**src/rtl/otp_seq_pkg.sv**
```systemverilog
// Shared types for the OTP program-and-verify sequencer.
package otp_seq_pkg;

    // Sequencer phases; program phase first, then verify phase.
    typedef enum logic [2:0] {
        S_IDLE,
        S_LOAD,
        S_SETUP,
        S_PULSE,
        S_READ,
        S_VSETTLE,
        S_VREAD,
        S_DONE
    } seq_state_t;

    // Largest of three durations, used to size the shared timer.
    function automatic int max3(input int a, input int b, input int c);
        int m;
        m = (a > b) ? a : b;
        return (m > c) ? m : c;
    endfunction

endpackage

```
**src/rtl/otp_seq_timer.sv**
```systemverilog
// Down-counting interval timer shared by all timed phases.
// Assumes: load_val = duration - 1; expired is high in the last cycle of the interval.
module otp_seq_timer #(
    parameter int W = 4
) (
    input  logic         clk,
    input  logic         rst_n,
    input  logic         load,
    input  logic [W-1:0] load_val,
    output logic         expired
);
    logic [W-1:0] cnt_q;

    // Load a new interval or count down to zero and stay there.
    always_ff @(posedge clk) begin
        if (!rst_n)
            cnt_q <= '0;
        else if (load)
            cnt_q <= load_val;
        else if (cnt_q != '0)
            cnt_q <= cnt_q - 1'b1;
    end

    assign expired = (cnt_q == '0);
endmodule

```
**src/rtl/otp_seq_pulse_ctr.sv**
```systemverilog
// Counts failed strobes on the current address.
// Assumes: clr is given when a new address begins; at_limit flags the final allowed strobe.
module otp_seq_pulse_ctr #(
    parameter int MAX_PULSES = 25,
    parameter int W          = 5
) (
    input  logic         clk,
    input  logic         rst_n,
    input  logic         clr,
    input  logic         inc,
    output logic [W-1:0] count,
    output logic         at_limit
);
    // Clear per address, step once per mismatched read-back.
    always_ff @(posedge clk) begin
        if (!rst_n)
            count <= '0;
        else if (clr)
            count <= '0;
        else if (inc)
            count <= count + 1'b1;
    end

    assign at_limit = (count == W'(MAX_PULSES - 1));
endmodule

```
**src/rtl/otp_seq_addr.sv**
```systemverilog
// Address walker: captures the final address at start and steps through locations.
// Assumes: start and rewind are never given with step in the same cycle.
module otp_seq_addr #(
    parameter int AW = 17
) (
    input  logic          clk,
    input  logic          rst_n,
    input  logic          start,
    input  logic          rewind,
    input  logic          step,
    input  logic [AW-1:0] last_in,
    output logic [AW-1:0] addr,
    output logic          is_last
);
    logic [AW-1:0] last_q;

    // Capture the final address only at the start command.
    always_ff @(posedge clk) begin
        if (!rst_n)
            last_q <= '0;
        else if (start)
            last_q <= last_in;
    end

    // Rewind to zero at start or phase change, else advance on step.
    always_ff @(posedge clk) begin
        if (!rst_n)
            addr <= '0;
        else if (start || rewind)
            addr <= '0;
        else if (step)
            addr <= addr + 1'b1;
    end

    assign is_last = (addr == last_q);
endmodule

```
**src/rtl/otp_prog_seq.sv**
```systemverilog
// OTP program-and-verify sequencer top.
// Programs each location with timed strobes and a bounded retry loop, then re-reads
// every location at nominal supply. Assumes src_data follows mem_addr combinationally
// and mem_rdata is valid in the last cycle of a read window.
module otp_prog_seq
    import otp_seq_pkg::*;
#(
    parameter int AW         = 17,
    parameter int CLK_HZ     = 100_000_000,
    parameter int PULSE_CYC  = CLK_HZ / 100_000,
    parameter int SETUP_CYC  = 1,
    parameter int READ_CYC   = 1,
    parameter int MAX_PULSES = 25,
    localparam int PCNT_W    = $clog2(MAX_PULSES + 1)
) (
    input  logic              clk,
    input  logic              rst_n,
    input  logic              start,
    input  logic [AW-1:0]     last_addr,
    input  logic [7:0]        src_data,
    input  logic [7:0]        mem_rdata,
    output logic [AW-1:0]     mem_addr,
    output logic [7:0]        mem_wdata,
    output logic              pgm_n,
    output logic              oe_n,
    output logic              ce_n,
    output logic              supply_prog,
    output logic              done,
    output logic              pass,
    output logic [AW-1:0]     fail_addr,
    output logic [PCNT_W-1:0] fail_pulses
);
    localparam int TMR_W = $clog2(max3(PULSE_CYC, SETUP_CYC, READ_CYC) + 1);
    localparam logic [TMR_W-1:0] T_SETUP = TMR_W'(SETUP_CYC - 1);
    localparam logic [TMR_W-1:0] T_PULSE = TMR_W'(PULSE_CYC - 1);
    localparam logic [TMR_W-1:0] T_READ  = TMR_W'(READ_CYC - 1);
    localparam logic [7:0]       ERASED  = 8'hFF;

    seq_state_t        state_q, state_d;
    logic              tmr_load, tmr_exp;
    logic [TMR_W-1:0]  tmr_val;
    logic              a_start, a_rewind, a_step, is_last;
    logic              r_clr, r_inc, at_limit;
    logic [PCNT_W-1:0] r_count;
    logic              wd_load;
    logic [7:0]        wdata_q;
    logic              fin_pass, fin_fail;
    logic [PCNT_W-1:0] fin_pulses;

    otp_seq_timer #(.W(TMR_W)) i_timer (
        .clk      (clk),
        .rst_n    (rst_n),
        .load     (tmr_load),
        .load_val (tmr_val),
        .expired  (tmr_exp)
    );

    otp_seq_pulse_ctr #(.MAX_PULSES(MAX_PULSES), .W(PCNT_W)) i_pctr (
        .clk      (clk),
        .rst_n    (rst_n),
        .clr      (r_clr),
        .inc      (r_inc),
        .count    (r_count),
        .at_limit (at_limit)
    );

    otp_seq_addr #(.AW(AW)) i_addr (
        .clk     (clk),
        .rst_n   (rst_n),
        .start   (a_start),
        .rewind  (a_rewind),
        .step    (a_step),
        .last_in (last_addr),
        .addr    (mem_addr),
        .is_last (is_last)
    );

    // Next-state and per-cycle control strobes.
    always_comb begin
        state_d    = state_q;
        tmr_load   = 1'b0;
        tmr_val    = '0;
        a_start    = 1'b0;
        a_rewind   = 1'b0;
        a_step     = 1'b0;
        r_clr      = 1'b0;
        r_inc      = 1'b0;
        wd_load    = 1'b0;
        fin_pass   = 1'b0;
        fin_fail   = 1'b0;
        fin_pulses = '0;
        case (state_q)
            S_IDLE, S_DONE: begin
                if (start) begin
                    state_d = S_LOAD;
                    a_start = 1'b1;
                end
            end
            S_LOAD: begin
                if (src_data == ERASED) begin
                    if (is_last) begin
                        state_d  = S_VSETTLE;
                        a_rewind = 1'b1;
                        tmr_load = 1'b1;
                        tmr_val  = T_SETUP;
                    end else begin
                        a_step = 1'b1;
                    end
                end else begin
                    wd_load  = 1'b1;
                    r_clr    = 1'b1;
                    state_d  = S_SETUP;
                    tmr_load = 1'b1;
                    tmr_val  = T_SETUP;
                end
            end
            S_SETUP: begin
                if (tmr_exp) begin
                    state_d  = S_PULSE;
                    tmr_load = 1'b1;
                    tmr_val  = T_PULSE;
                end
            end
            S_PULSE: begin
                if (tmr_exp) begin
                    state_d  = S_READ;
                    tmr_load = 1'b1;
                    tmr_val  = T_READ;
                end
            end
            S_READ: begin
                if (tmr_exp) begin
                    if (mem_rdata == wdata_q) begin
                        if (is_last) begin
                            state_d  = S_VSETTLE;
                            a_rewind = 1'b1;
                            tmr_load = 1'b1;
                            tmr_val  = T_SETUP;
                        end else begin
                            state_d = S_LOAD;
                            a_step  = 1'b1;
                        end
                    end else if (at_limit) begin
                        state_d    = S_DONE;
                        fin_fail   = 1'b1;
                        fin_pulses = PCNT_W'(MAX_PULSES);
                    end else begin
                        state_d  = S_SETUP;
                        r_inc    = 1'b1;
                        tmr_load = 1'b1;
                        tmr_val  = T_SETUP;
                    end
                end
            end
            S_VSETTLE: begin
                if (tmr_exp) begin
                    state_d  = S_VREAD;
                    tmr_load = 1'b1;
                    tmr_val  = T_READ;
                end
            end
            S_VREAD: begin
                if (tmr_exp) begin
                    if (mem_rdata != src_data) begin
                        state_d  = S_DONE;
                        fin_fail = 1'b1;
                    end else if (is_last) begin
                        state_d  = S_DONE;
                        fin_pass = 1'b1;
                    end else begin
                        a_step   = 1'b1;
                        tmr_load = 1'b1;
                        tmr_val  = T_READ;
                    end
                end
            end
            default: state_d = S_IDLE;
        endcase
    end

    // Phase register.
    always_ff @(posedge clk) begin
        if (!rst_n)
            state_q <= S_IDLE;
        else
            state_q <= state_d;
    end

    // Hold the byte being programmed so it stays stable across retries.
    always_ff @(posedge clk) begin
        if (!rst_n)
            wdata_q <= ERASED;
        else if (wd_load)
            wdata_q <= src_data;
    end

    // Sticky result registers, cleared only by a new start.
    always_ff @(posedge clk) begin
        if (!rst_n) begin
            pass        <= 1'b0;
            fail_addr   <= '0;
            fail_pulses <= '0;
        end else if (a_start) begin
            pass        <= 1'b0;
            fail_addr   <= '0;
            fail_pulses <= '0;
        end else if (fin_fail) begin
            pass        <= 1'b0;
            fail_addr   <= mem_addr;
            fail_pulses <= fin_pulses;
        end else if (fin_pass) begin
            pass <= 1'b1;
        end
    end

    // Memory control pins decoded from the phase.
    assign mem_wdata   = wdata_q;
    assign pgm_n       = (state_q != S_PULSE);
    assign oe_n        = !(state_q inside {S_READ, S_VREAD});
    assign ce_n        = !(state_q inside {S_SETUP, S_PULSE, S_READ, S_VSETTLE, S_VREAD});
    assign supply_prog = (state_q inside {S_LOAD, S_SETUP, S_PULSE, S_READ});
    assign done        = (state_q == S_DONE);

    logic unused_ok;
    assign unused_ok = ^r_count;
endmodule

```
**config.mk**
```make
export PLATFORM = sky130hd
export DESIGN_NAME = otp_prog_seq
export DESIGN_NICKNAME = d
export VERILOG_FILES = /design/src/rtl/otp_seq_pkg.sv /design/src/rtl/otp_seq_timer.sv /design/src/rtl/otp_seq_pulse_ctr.sv /design/src/rtl/otp_seq_addr.sv /design/src/rtl/otp_prog_seq.sv
export SDC_FILE = /design/constraint.sdc
export NUM_CORES = 1
export LEC_CHECK = 0
export ABC_AREA = 1
export BUFFER_PORTS_ARGS = -buffer_cell sky130_fd_sc_hd__buf_2
export CAP_MARGIN = 10
export CORE_UTILIZATION = 35
export CTS_CLUSTER_DIAMETER = 120
export CTS_CLUSTER_SIZE = 24
export DETAILED_ROUTE_END_ITERATION = 10
export GPL_TIMING_DRIVEN = 0
export PLACE_DENSITY_LB_ADDON = 0.15
export SETUP_SLACK_MARGIN = 0.4
export SYNTH_ARGS = -nofsm -noshare
export SYNTH_HDL_FRONTEND = slang
export SYNTH_SLANG_ARGS = --single-unit
```
**constraint.sdc**
```tcl
create_clock -name clk -period 4.7 [get_ports clk]
set_input_delay 0.47 -clock clk [delete_from_list [all_inputs] [get_ports clk]]
set_output_delay 0.47 -clock clk [all_outputs]
set_load 0.005 [all_outputs]
```
# Yosys cells after proc, flatten, opt, wreduce, memory -nomap -nowiden
# Cells that the tools add are included.
# Widths: inputs -> output; s select.
# op_classes
addsub,3
n_eq_ne,21
n_mux,56
bitwise_logic,1
n_reduce_logical,17
# op_table
operator,count
$mux 10,4
$mux 3,13
$mux 1,30
$pmux 3 s7,1
$mux 5,4
$add 17x1->17 const B,1
$eq 17x17->1,1
$eq 3x3->1 const B,4
$logic_not 10->1,1
$ne 2x1->1 const B,5
$reduce_bool 10->1,1
$sub 10x1->10 const B,1
$ne 3x2->1 const B,3
$eq 8x8->1,1
$eq 8x8->1 const B,1
$ne 8x8->1,1
$reduce_and 8->1,1
$reduce_or 2->1,4
$eq 3x2->1 const B,2
$reduce_or 3->1,2
$add 5x1->5 const B,1
$eq 5x5->1 const B,1
$reduce_bool 5->1,1
$pmux 1 s2,2
other kinds (10),12
# word_totals
reg_bits,83
in_bits,36
output_inout_bits,53
word_cells,107

# Longest topological paths before layout
# Gate-level depths: netlist of the first run.
# logic_depth
ltp_word,7
mapped_depth,16
mapped_depth_nobuf,15

# By module
# From an unflattened synthesis of the first run, not the netlist that was laid out.
# hier_totals
hier_cells,658
area_unflattened_um2,4336.7
# by_module_without_submodules
mod,n_inst,cells_per_inst,area_per_inst_um2,seq_area_each_um2
otp_prog_seq,1,258,1691.6,600.6
otp_seq_addr,1,242,1677.9,680.7
otp_seq_timer,1,122,716.9,200.2
otp_seq_pulse_ctr,1,36,250.2,100.1

# Worst setup path before layout of the first run
# Ideal clock, no wire load.
# synth_path
path_kind,input to register
startpoint,in src_data[5]
endpoint,reg i_addr.addr[5]
setup_time_ns,0.130
arrival_time_ns,1.573
required_time_ns,4.570
setup_slack_ns,2.997
stages,10
n_path_buf,1
path_cell_list,xor2_1 nor3_1 nand2_1 nor2_1 nand2_1 nand2_2 nand2_4 buf_6 o21ai_0 a21oi_1
# synth_via
elab_chain_cells,5
elab_cells_between_ends,10
classes_between,eq/ne: 2; mux: 6; reduce/logical: 2
# synth_rtl
element,line_no,source
"start, declared",otp_prog_seq.sv:20,"input logic [7:0] src_data,"
$eq 8x8->1,otp_prog_seq.sv:100,if (src_data == ERASED) begin
$mux 1,otp_prog_seq.sv:100,
$pmux 1 s2,otp_prog_seq.sv:92,case (state_q)
$logic_or 1x1->1,otp_seq_addr.sv:29,else if (start || rewind)
$reduce_or 2->1 (no source line),--,
"end signal, assigned",otp_seq_addr.sv:32,addr <= addr + 1'b1;
"end, declared",otp_seq_addr.sv:12,"output logic [AW-1:0] addr,"
# Several ways; a longest one is shown, not always the timed one.
# A chain may end at the register's enable or synchronous reset.

# Worst setup path in the final report of the first run
# layout_path
startpoint,reg i_addr.addr[9]
endpoint,reg i_addr.addr[2]
# layout_via
elab_chain_cells,7
elab_cells_between_ends,15
classes_between,eq/ne: 1; mux: 12; reduce/logical: 2
# layout_rtl
element,line_no,source
$eq 17x17->1 (*),otp_seq_addr.sv:35,assign is_last = (addr == last_q);
$mux 1,"otp_prog_seq.sv:101, otp_prog_seq.sv:134",
$mux 1,otp_prog_seq.sv:133,if (mem_rdata == wdata_q) begin
$mux 1,otp_prog_seq.sv:132,if (tmr_exp) begin
$pmux 1 s2,otp_prog_seq.sv:92,
$logic_or 1x1->1,otp_seq_addr.sv:29,
$reduce_or 2->1 (no source line),--,
# Mark *: on every way between the ends. The rest lies on a longest branch, timed or not.

==> results_dict.tcl, run 1 <==
set metrics [dict create \
    report.final.setup_viol 0 \
    synthCells 631 \
    clk_pin_slew_worst_paths_ns 0.06 \
    crit_chain "inv_1, nand2_1, nand4_1, nor2_1, nand3_2, buf_6, o21ai_2, buf_4, nor2_1" \
    fmaxAchievable_mhz 456 \
    die_y_um 112 \
    synth-seq-cells 79 \
    core-area_sq_um 11700 \
    grt_pass1_vias 4024 \
    synthFlopType "dfxtp_1" \
    timing.hold.ws_ns 0.345 \
    antenna_left 0 \
    n_antenna_cell 0 \
    ctsHoldBuffers 0 \
    hpwl_mm 9.25 \
    cts-resized-gates 0 \
    worst-path-stages 9 \
    nets 770 \
    worst_pin_slew_ns 0.524 \
    yosys_warnings 0 \
    final_cell_mix "141 x nand2_1, 89 x buf_2, 79 x dfxtp_1, 74 x nor2_1, 70 x inv_1" \
    hold_viol 0 \
    final_common_cell "nand2_1" \
    routed_wl_mm 11.8 \
    worstSetupPathType "reg -> reg" \
    antenna_found_initial 0 \
    end_kind "flop" \
    ioPinCount 89 \
    p_leak_nw 2.39 \
    maxCapViolCount 0 \
    r2r_cells 9 \
    avgSynthCellArea_sq_um 6.76 \
    initial_utilization 0.366 \
    grt_max_degree 15 \
    cts_inserted_buffers 9 \
    cts_tree "built" \
    rsz0062_at_grt "no" \
    cts_max_level 3 \
    ys_seq_area_frac 0.371 \
    vdd_drop_max_mv 0.170 \
    syn_area_sq_um 4270 \
    synth_cell_types 37 \
    tns_ns 0 \
    worst-path-max-fanout 10 \
    synth_edf_count 0 \
    worstPathArrival_ns 2.43 \
    powerDensity_nw_per_um2 482 \
    port_buffers 86 \
    clock_skew_ns 0.00557 \
    viasPerCell 4.92 \
    wl_per_cell_um 13.5 \
    cp-start-kind "flop" \
    drc 0 \
    min_path_type "in -> reg" \
    drive_gt1_frac 0.188 \
    min_period_over_period 0.466 \
    grt_remaining_overflow 0 \
    finalMaxSlewViolations 0 \
    clk-insertion-delay-late_ns 0.35 \
    async_flop_share 0 \
    vias 4319 \
    clockBufferDepth 2 \
    drt_iter0_markers 306 \
    max_stage_delay_ns 0.48 \
    grt_pass1_wl_mm 19.9 \
    cts_sinks 79 \
    worst_path_most_repeated_cell "nor2_1" \
    finalCriticalPeriod_ns 2.19 \
    slew_headroom 0.649 \
    cpMaxStageDelayCell "dfxtp_1" \
    area_growth_syn_to_layout_pct 22.1 \
    first_pass_iters 5 \
    cts_setup_buffers 0 \
    worst-path-buf-inv 3 \
    die_x_um 112 \
    hold_depth 3 \
    path_delay_family "buffers and inverters" \
    row_count 39 \
    cts-root-buf "clkbuf_16" \
    dieArea_sq_um 12600 \
    grtUsageTotal 0.200 \
    gp_congestion 0.859 \
    crit_required_ns 4.94 \
    status "finished clean" \
]
worst min-delay path, stage by stage:
cell	delay [ns]
buf_2	0.07
nor2_1	0.03
nor2_1	0.08
flip-flops by register name, summed over array words and instances (netlist names):
signal,cells
state_q,3
i_addr.addr,17
i_pctr.count,5
i_addr.last_q,17
pass,1
i_timer.cnt_q,10
mem_wdata,8
fail_addr,17
fail_pulses,1
metrics by stage:
step                      worst slack [ns]  total power [W]  instance area [sq um]  cells   util
after floorplan                       3.00          0.00152                   4270    632      -
after global placement                2.53          0.00173                   4880    861  0.419
after detailed placement              2.52          0.00174                   4880    861  0.419
after CTS                             2.51          0.00253                   5210    877  0.447
after global routing                  2.34          0.00270                   5210    877  0.447
final                                 2.51          0.00251                   5210    877  0.447
final timing paths:
path / start / endpoint / slack, ns
hold reg to reg: i_addr.last_q[11] / i_addr.last_q[11] / 0.47
setup / recovery: i_addr.addr[9] / i_addr.addr[2] / 2.51
hold / removal: last_addr[12] / i_addr.last_q[12] / 0.34
setup reg to reg: i_addr.addr[9] / i_addr.addr[2] / 2.51
cells in the mapped netlist (all sizes together), types with 3 or more instances:
library cell,n,share of area
nand2,147,0.13
dfxtp,79,0.37
inv,78,0.069
nor2,76,0.070
a21oi,52,0.062
o21ai,50,0.060
nand3,39,0.047
nor3,18,0.023
nand4,17,0.028
xnor2,14,0.029
xor2,14,0.029
buf,13,0.024
clkbuf,8,0.0070
ha,5,0.015
nor4,3,0.0044
o211ai,3,0.0053
where the power goes:
part,switching (W),internal [W],total [W]
sequential,0.0000747,0.000779,0.000854
combinational,0.000537,0.000339,0.000876
clock,0.000297,0.000483,0.000781
final cells by class:
cell class                 instances  area (sq um)
sequential                        79          1580
clock inverter                     6          91.3
fill                            1242          6450
timing repair buffer              86           430
tap                              143           179
clock buffer                      10           239
multi-input combinational        452          2260
buffer                            21           131
inverter                          80           300
logic make-up after synthesis:
family                     share of synthesized area
other                                       0.000879
buffers and inverters                          0.101
adders and majority gates                     0.0147
AOI/OAI and AO/OA                              0.138
and+or+nand+nor                                0.317
xor gates and xnor gates                      0.0575
DFF                                            0.371
per-layer routing:
layer | global-route usage | up-vias | part of all wire | wire, um
li1 | - | 2235 | - | -
met1 | 0.298 | 1952 | 0.53 | 6220
met2 | 0.284 | 115 | 0.41 | 4870
met3 | 0.0319 | 17 | 0.044 | 523
met4 | 0.0836 | 0 | 0.018 | 218
met5 | 0 | - | 0 | 0
No activity file was read; power rests on OpenSTA's default activity.
==> run 2: changes to the inputs <==
--- a/config.mk
+++ b/config.mk
@@ -5,7 +5,7 @@
 export SDC_FILE = /design/constraint.sdc
 export NUM_CORES = 1
 export LEC_CHECK = 0
-export ABC_AREA = 1
+export ABC_AREA = 0
 export BUFFER_PORTS_ARGS = -buffer_cell sky130_fd_sc_hd__buf_2
 export CAP_MARGIN = 10
 export CORE_UTILIZATION = 35
==> constraint.sdc (replaced) <==
create_clock -name clk -period 2.1 [get_ports clk]
set_input_delay 0.21 -clock clk [delete_from_list [all_inputs] [get_ports clk]]
set_output_delay 0.21 -clock clk [all_outputs]
set_load 0.005 [all_outputs]
==> results_dict.tcl, run 2 <==
set metrics [dict create \
    violations "DRC, setup timing" \
    cts_tree "built" \
    ctsHoldBuffers 0 \
    port_buffers 85 \
    antenna_left 0 \
    ioPinCount 89 \
    grt_max_degree 14 \
    tns_ns -0.279 \
    first_pass_iters 7 \
    clock_skew_ns 0.00672 \
    ys_top_cells_by_count "79 x dfxtp_1, 43 x nand2_1, 42 x nor2_1, 37 x xor2_1, 35 x mux2i_1" \
    wl_per_cell_um 16.6 \
    final_area_sq_um 6130 \
    worst-path-max-fanout 5 \
    async_flop_share 0 \
    rsz0062_at_grt "yes" \
    worstSetupPathType "reg -> reg" \
    ys_seq_area_frac 0.374 \
    r2r_cells 7 \
    hold_depth 3 \
    syn_area_sq_um 4230 \
    finalCriticalPeriod_ns 2.16 \
    powerDensity_nw_per_um2 989 \
    drt_iter0_markers 207 \
    grt_remaining_overflow 0 \
    yosysTopAreaCellShare 0.374 \
    drc 9 \
    die_y_um 112 \
    hold_viol 0 \
    final_cell_mix "86 x buf_2, 54 x dfxtp_1, 37 x nand2_1, 36 x nor2_1" \
    place_area_sq_um 4960 \
    min_period_over_period 1.03 \
    synth.most_common_cell "dfxtp_1" \
    core-area_sq_um 11600 \
    gp_congestion 0.879 \
    row_count 39 \
    worstPathArrival_ns 2.43 \
    status "complete, but fails checks" \
    p_leak_nw 2.69 \
    dieArea_sq_um 12500 \
    final_common_cell "buf_2" \
    avgSynthCellArea_sq_um 8.73 \
    largestRegisters "fail_addr x17, i_addr.addr x17, i_addr.last_q x17" \
    clk-insertion-delay-late_ns 0.34 \
    min_path_type "in -> reg" \
    netlist_top_cells_area "dfxtp_1 37%, mux2i_1 8.3%, xor2_1 7.7%" \
    antenna_found_initial 0 \
    clk_pin_slew_worst_paths_ns 0.06 \
    area_growth_syn_to_layout_pct 44.8 \
    finalMaxSlewViolations 0 \
    worst_slack_ns -0.0563 \
    slew_headroom 0.578 \
    hpwl_mm 8.66 \
    drive_gt1_frac 0.438 \
    cts_inserted_buffers 9 \
    vdd_drop_max_mv 0.947 \
    synth_cell_types 58 \
    synth-seq-cells 79 \
    crit_required_ns 2.37 \
    yosys_warnings 0 \
    synth_edf_count 0 \
    synthCells 485 \
    clockBufferDepth 2 \
    viasPerCell 5.37 \
    fmaxAchievable_mhz 464 \
    n_antenna_cell 0 \
    initial_utilization 0.364 \
    cts-root-buf "clkbuf_16" \
    report.final.setup_viol 8 \
    grt_pass1_wl_mm 20.4 \
    synthFlopType "dfxtp_1" \
    die_x_um 112 \
    end_kind "flop" \
    dp_slack_ns -0.321 \
    yosys.area.top_type "dfxtp_1" \
    worst_pin_slew_ns 0.630 \
    grt_pass1_vias 4042 \
    routed_wl_mm 12.8 \
    vias 4165 \
    cp-start-kind "flop" \
    grtUsageTotal 0.208 \
    cts_max_level 3 \
    cts_sinks 79 \
    maxCapViolCount 0 \
    nets 669 \
]
run 2: worst paths after layout:
path | slack, ns | end | startpoint
hold reg to reg | 0.49 | fail_addr[12] | fail_addr[12]
setup reg to reg | -0.06 | i_addr.addr[3] | mem_wdata[4]
hold / removal | 0.12 | i_addr.last_q[4] | last_addr[4]
setup / recovery | -0.06 | i_addr.addr[3] | mem_wdata[4]
run 2: power breakdown:
part | internal (W) | switching (W)
Sequential | 0.00171 | 0.000192
Clock | 0.000947 | 0.000608
Combinational | 0.00118 | 0.00142
Total | 0.00384 | 0.00222
run 2: logic make-up after synthesis:
group                    Yosys count  share of synthesized area
multiplexers                      36                     0.0854
XOR/XNOR                          47                     0.0972
flip-flops                        79                      0.374
buffers and inverters             40                     0.0470
AND/OR/NAND/NOR                  204                      0.268
AO/OA/AOI/OAI                     73                      0.113
adder cells (fa/ha/maj)            5                     0.0148
other                              1                   0.000886
run 2: timing repair:
item                       in CTS  in global routing
pin swaps                      27                 28
setup endpoints to repair      73                 79
setup buffers                  35                  8
gates resized for setup        79                 55
gates cloned                    3                  0
run 2: layer usage:
metal,routed length [um],GRT usage
met5,0,0
met4,372,0.0907
met3,614,0.0506
met2,6390,0.361
met1,5450,0.241
run 2: worst max-delay path, stage by stage (launching register included):
cell     delay (ns)
dfxtp_2        0.33
xor2_1         0.18
nor4_4         0.46
and4_4         0.34
o32ai_4        0.10
buf_6          0.16
or4_1          0.39
a21oi_1        0.13
run 2: final cells by class:
class,count,area [sq um]
fillers,1102,5490
multi-input cells,368,2890
flip-flops and latches,79,1620
repair buffers,130,835
plain buffers,30,268
clock buffers,12,246
well taps,143,179
clock inverters,3,45.0
inverters,10,37.5
run 2: through the flow:
stage | util | hold slack (ns) | instances | total power, W
floorplan | - | 0.334 | 486 | 0.00337
global placement | 0.427 | 0.459 | 714 | 0.00384
detailed placement | 0.427 | 0.469 | 714 | 0.00387
CTS | 0.501 | 0.116 | 767 | 0.00587
global route | 0.528 | 0.130 | 775 | 0.00641
finish | 0.528 | 0.121 | 775 | 0.00606
==> run 3: changes to the inputs <==
--- a/config.mk
+++ b/config.mk
@@ -5,7 +5,7 @@
 export SDC_FILE = /design/constraint.sdc
 export NUM_CORES = 1
 export LEC_CHECK = 0
-export ABC_AREA = 0
+export ABC_AREA = 1
 export BUFFER_PORTS_ARGS = -buffer_cell sky130_fd_sc_hd__buf_2
 export CAP_MARGIN = 10
 export CORE_UTILIZATION = 35
==> results_dict.tcl, run 3 (same netlist as run 1, synthesis figures left out) <==
set metrics [dict create \
    drc 0 \
    finalCriticalPeriod_ns 1.86 \
    maxCapViolCount 0 \
    worstSetupPathType "reg -> reg" \
    clk_pin_slew_worst_paths_ns 0.06 \
    drt_iter0_markers 369 \
    finish.utilization 0.521 \
    grt_max_degree 15 \
    drive_gt1_frac 0.375 \
    worst_slack_ns 0.241 \
    hp-start "last_addr[12]" \
    r2r_cells 12 \
    ioPinCount 89 \
    cp-start-kind "flop" \
    whs_endpoint "i_addr.last_q[12]" \
    final_common_cell "nand2_1" \
    final_cell_mix "126 x nand2_1, 87 x buf_2, 55 x nor2_1, 54 x inv_1, 53 x dfxtp_1" \
    cts_tree "built" \
    cts_sinks 79 \
    routed_wl_mm 13.2 \
    core-area_sq_um 11700 \
    largestRegisters "fail_addr x17, i_addr.addr x17, i_addr.last_q x17" \
    cts_inserted_buffers 9 \
    row_count 39 \
    grtUsageTotal 0.215 \
    antenna_found_initial 0 \
    end_kind "flop" \
    initial_utilization 0.366 \
    grt_pass1_wl_mm 21.3 \
    rsz0062_at_grt "yes" \
    status "finished clean" \
    grt_pass1_vias 4345 \
    r2r-start "state_q[1]" \
    vdd_drop_max_mv 0.411 \
    slew_headroom 0.623 \
    powerDensity_nw_per_um2 1020 \
    worstPathArrival_ns 2.10 \
    cts_max_level 3 \
    die_x_um 112 \
    min_period_over_period 0.885 \
    first_pass_iters 6 \
    grt_remaining_overflow 0 \
    report.final.setup_viol 0 \
    fmaxAchievable_mhz 538 \
    crit_required_ns 2.34 \
    place_area_sq_um 4880 \
    hpwl_mm 9.25 \
    dp_slack_ns -0.0836 \
    hold_viol 0 \
    nets 814 \
    clk-insertion-delay-late_ns 0.35 \
    r2r-end "fail_addr[3]" \
    viasPerCell 5.06 \
    final_area_sq_um 6080 \
    area_growth_syn_to_layout_pct 42.4 \
    clockBufferDepth 2 \
    clock_skew_ns 0.00500 \
    worst_pin_slew_ns 0.566 \
    r2r_setup_slack_ns 0.24 \
    n_antenna_cell 0 \
    vias 4660 \
    port_buffers 86 \
    wl_per_cell_um 14.3 \
    hold_depth 3 \
    dieArea_sq_um 12600 \
    cts-root-buf "clkbuf_16" \
    p_leak_nw 2.76 \
    min_path_type "in -> reg" \
    worst-path-max-fanout 7 \
    antenna_left 0 \
    gp_congestion 0.859 \
    die_y_um 112 \
    finalMaxSlewViolations 0 \
]
-- run 3: stage by stage --
stage | hold slack [ns] | setup TNS, ns | total power, W | cells
final | 0.0818 | 0 | 0.00621 | 921
after global placement | 0.433 | -0.676 | 0.00388 | 861
after detailed placement | 0.438 | -0.804 | 0.00390 | 861
after CTS | 0.0760 | 0 | 0.00607 | 907
after global routing | 0.100 | 0 | 0.00664 | 921
after floorplan | 0.336 | 0 | 0.00340 | 632
-- run 3: cell type report --
cell class | count | area (sq um)
fillers | 1159 | 5580
multi-input cells | 452 | 2620
flip-flops and latches | 79 | 1650
repair buffers | 129 | 792
inverters | 80 | 339
clock buffers | 10 | 239
well taps | 143 | 179
plain buffers | 21 | 161
clock inverters | 6 | 91.3
repair inverters | 1 | 7.51
-- run 3: routing by layer --
| metal | routed length (um) | up-vias | global-route usage |
|---|---|---|---|
| li1 | - | 2334 | - |
| met1 | 6500 | 2159 | 0.304 |
| met2 | 5860 | 153 | 0.321 |
| met3 | 639 | 14 | 0.0346 |
| met4 | 217 | 0 | 0.0942 |
| met5 | 0 | - | 0 |
-- run 3: how the worst max path moves through the flow --
stage,from,to,slack [ns],depth (start not counted)
6_report,state_q[1],fail_addr[3],0.24,12
2_1_floorplan,i_addr.addr[0],i_timer.cnt_q[8],0.41,15
3_5_place_dp,i_addr.addr[5],i_addr.addr[6],-0.08,11
3_3_place_gp,i_addr.addr[5],i_addr.addr[2],-0.07,11
5_1_grt,i_timer.cnt_q[0],i_addr.addr[4],0.15,13
4_1_cts,i_addr.addr[7],i_timer.cnt_q[8],0.30,15
-- run 3: what timing repair did --
item,4_1_cts,5_1_grt
endpoints found under the setup margin,75,67
pin swaps,26,25
gates resized for setup,143,68
gates cloned,2,3
hold buffers,0,0
setup buffers,28,11
-- run 3: report_power, final --
group / leakage (nW) / switching, W / internal, W / total, W
combinational: 1.94 / 0.00147 / 0.00106 / 0.00253
clock: 0.163 / 0.000678 / 0.00108 / 0.00176
sequential: 0.656 / 0.000185 / 0.00174 / 0.00193
-- run 3: critical path: stages, from the launching register on --
cell     delay (ns)
dfxtp_2        0.32
buf_6          0.13
nand2_4        0.07
nor2_4         0.14
nand4_1        0.14
nor2_4         0.19
buf_4          0.15
nor2_4         0.04
o21ai_4        0.10
inv_2          0.11
buf_4          0.17
o21ai_1        0.13
a21oi_1        0.05
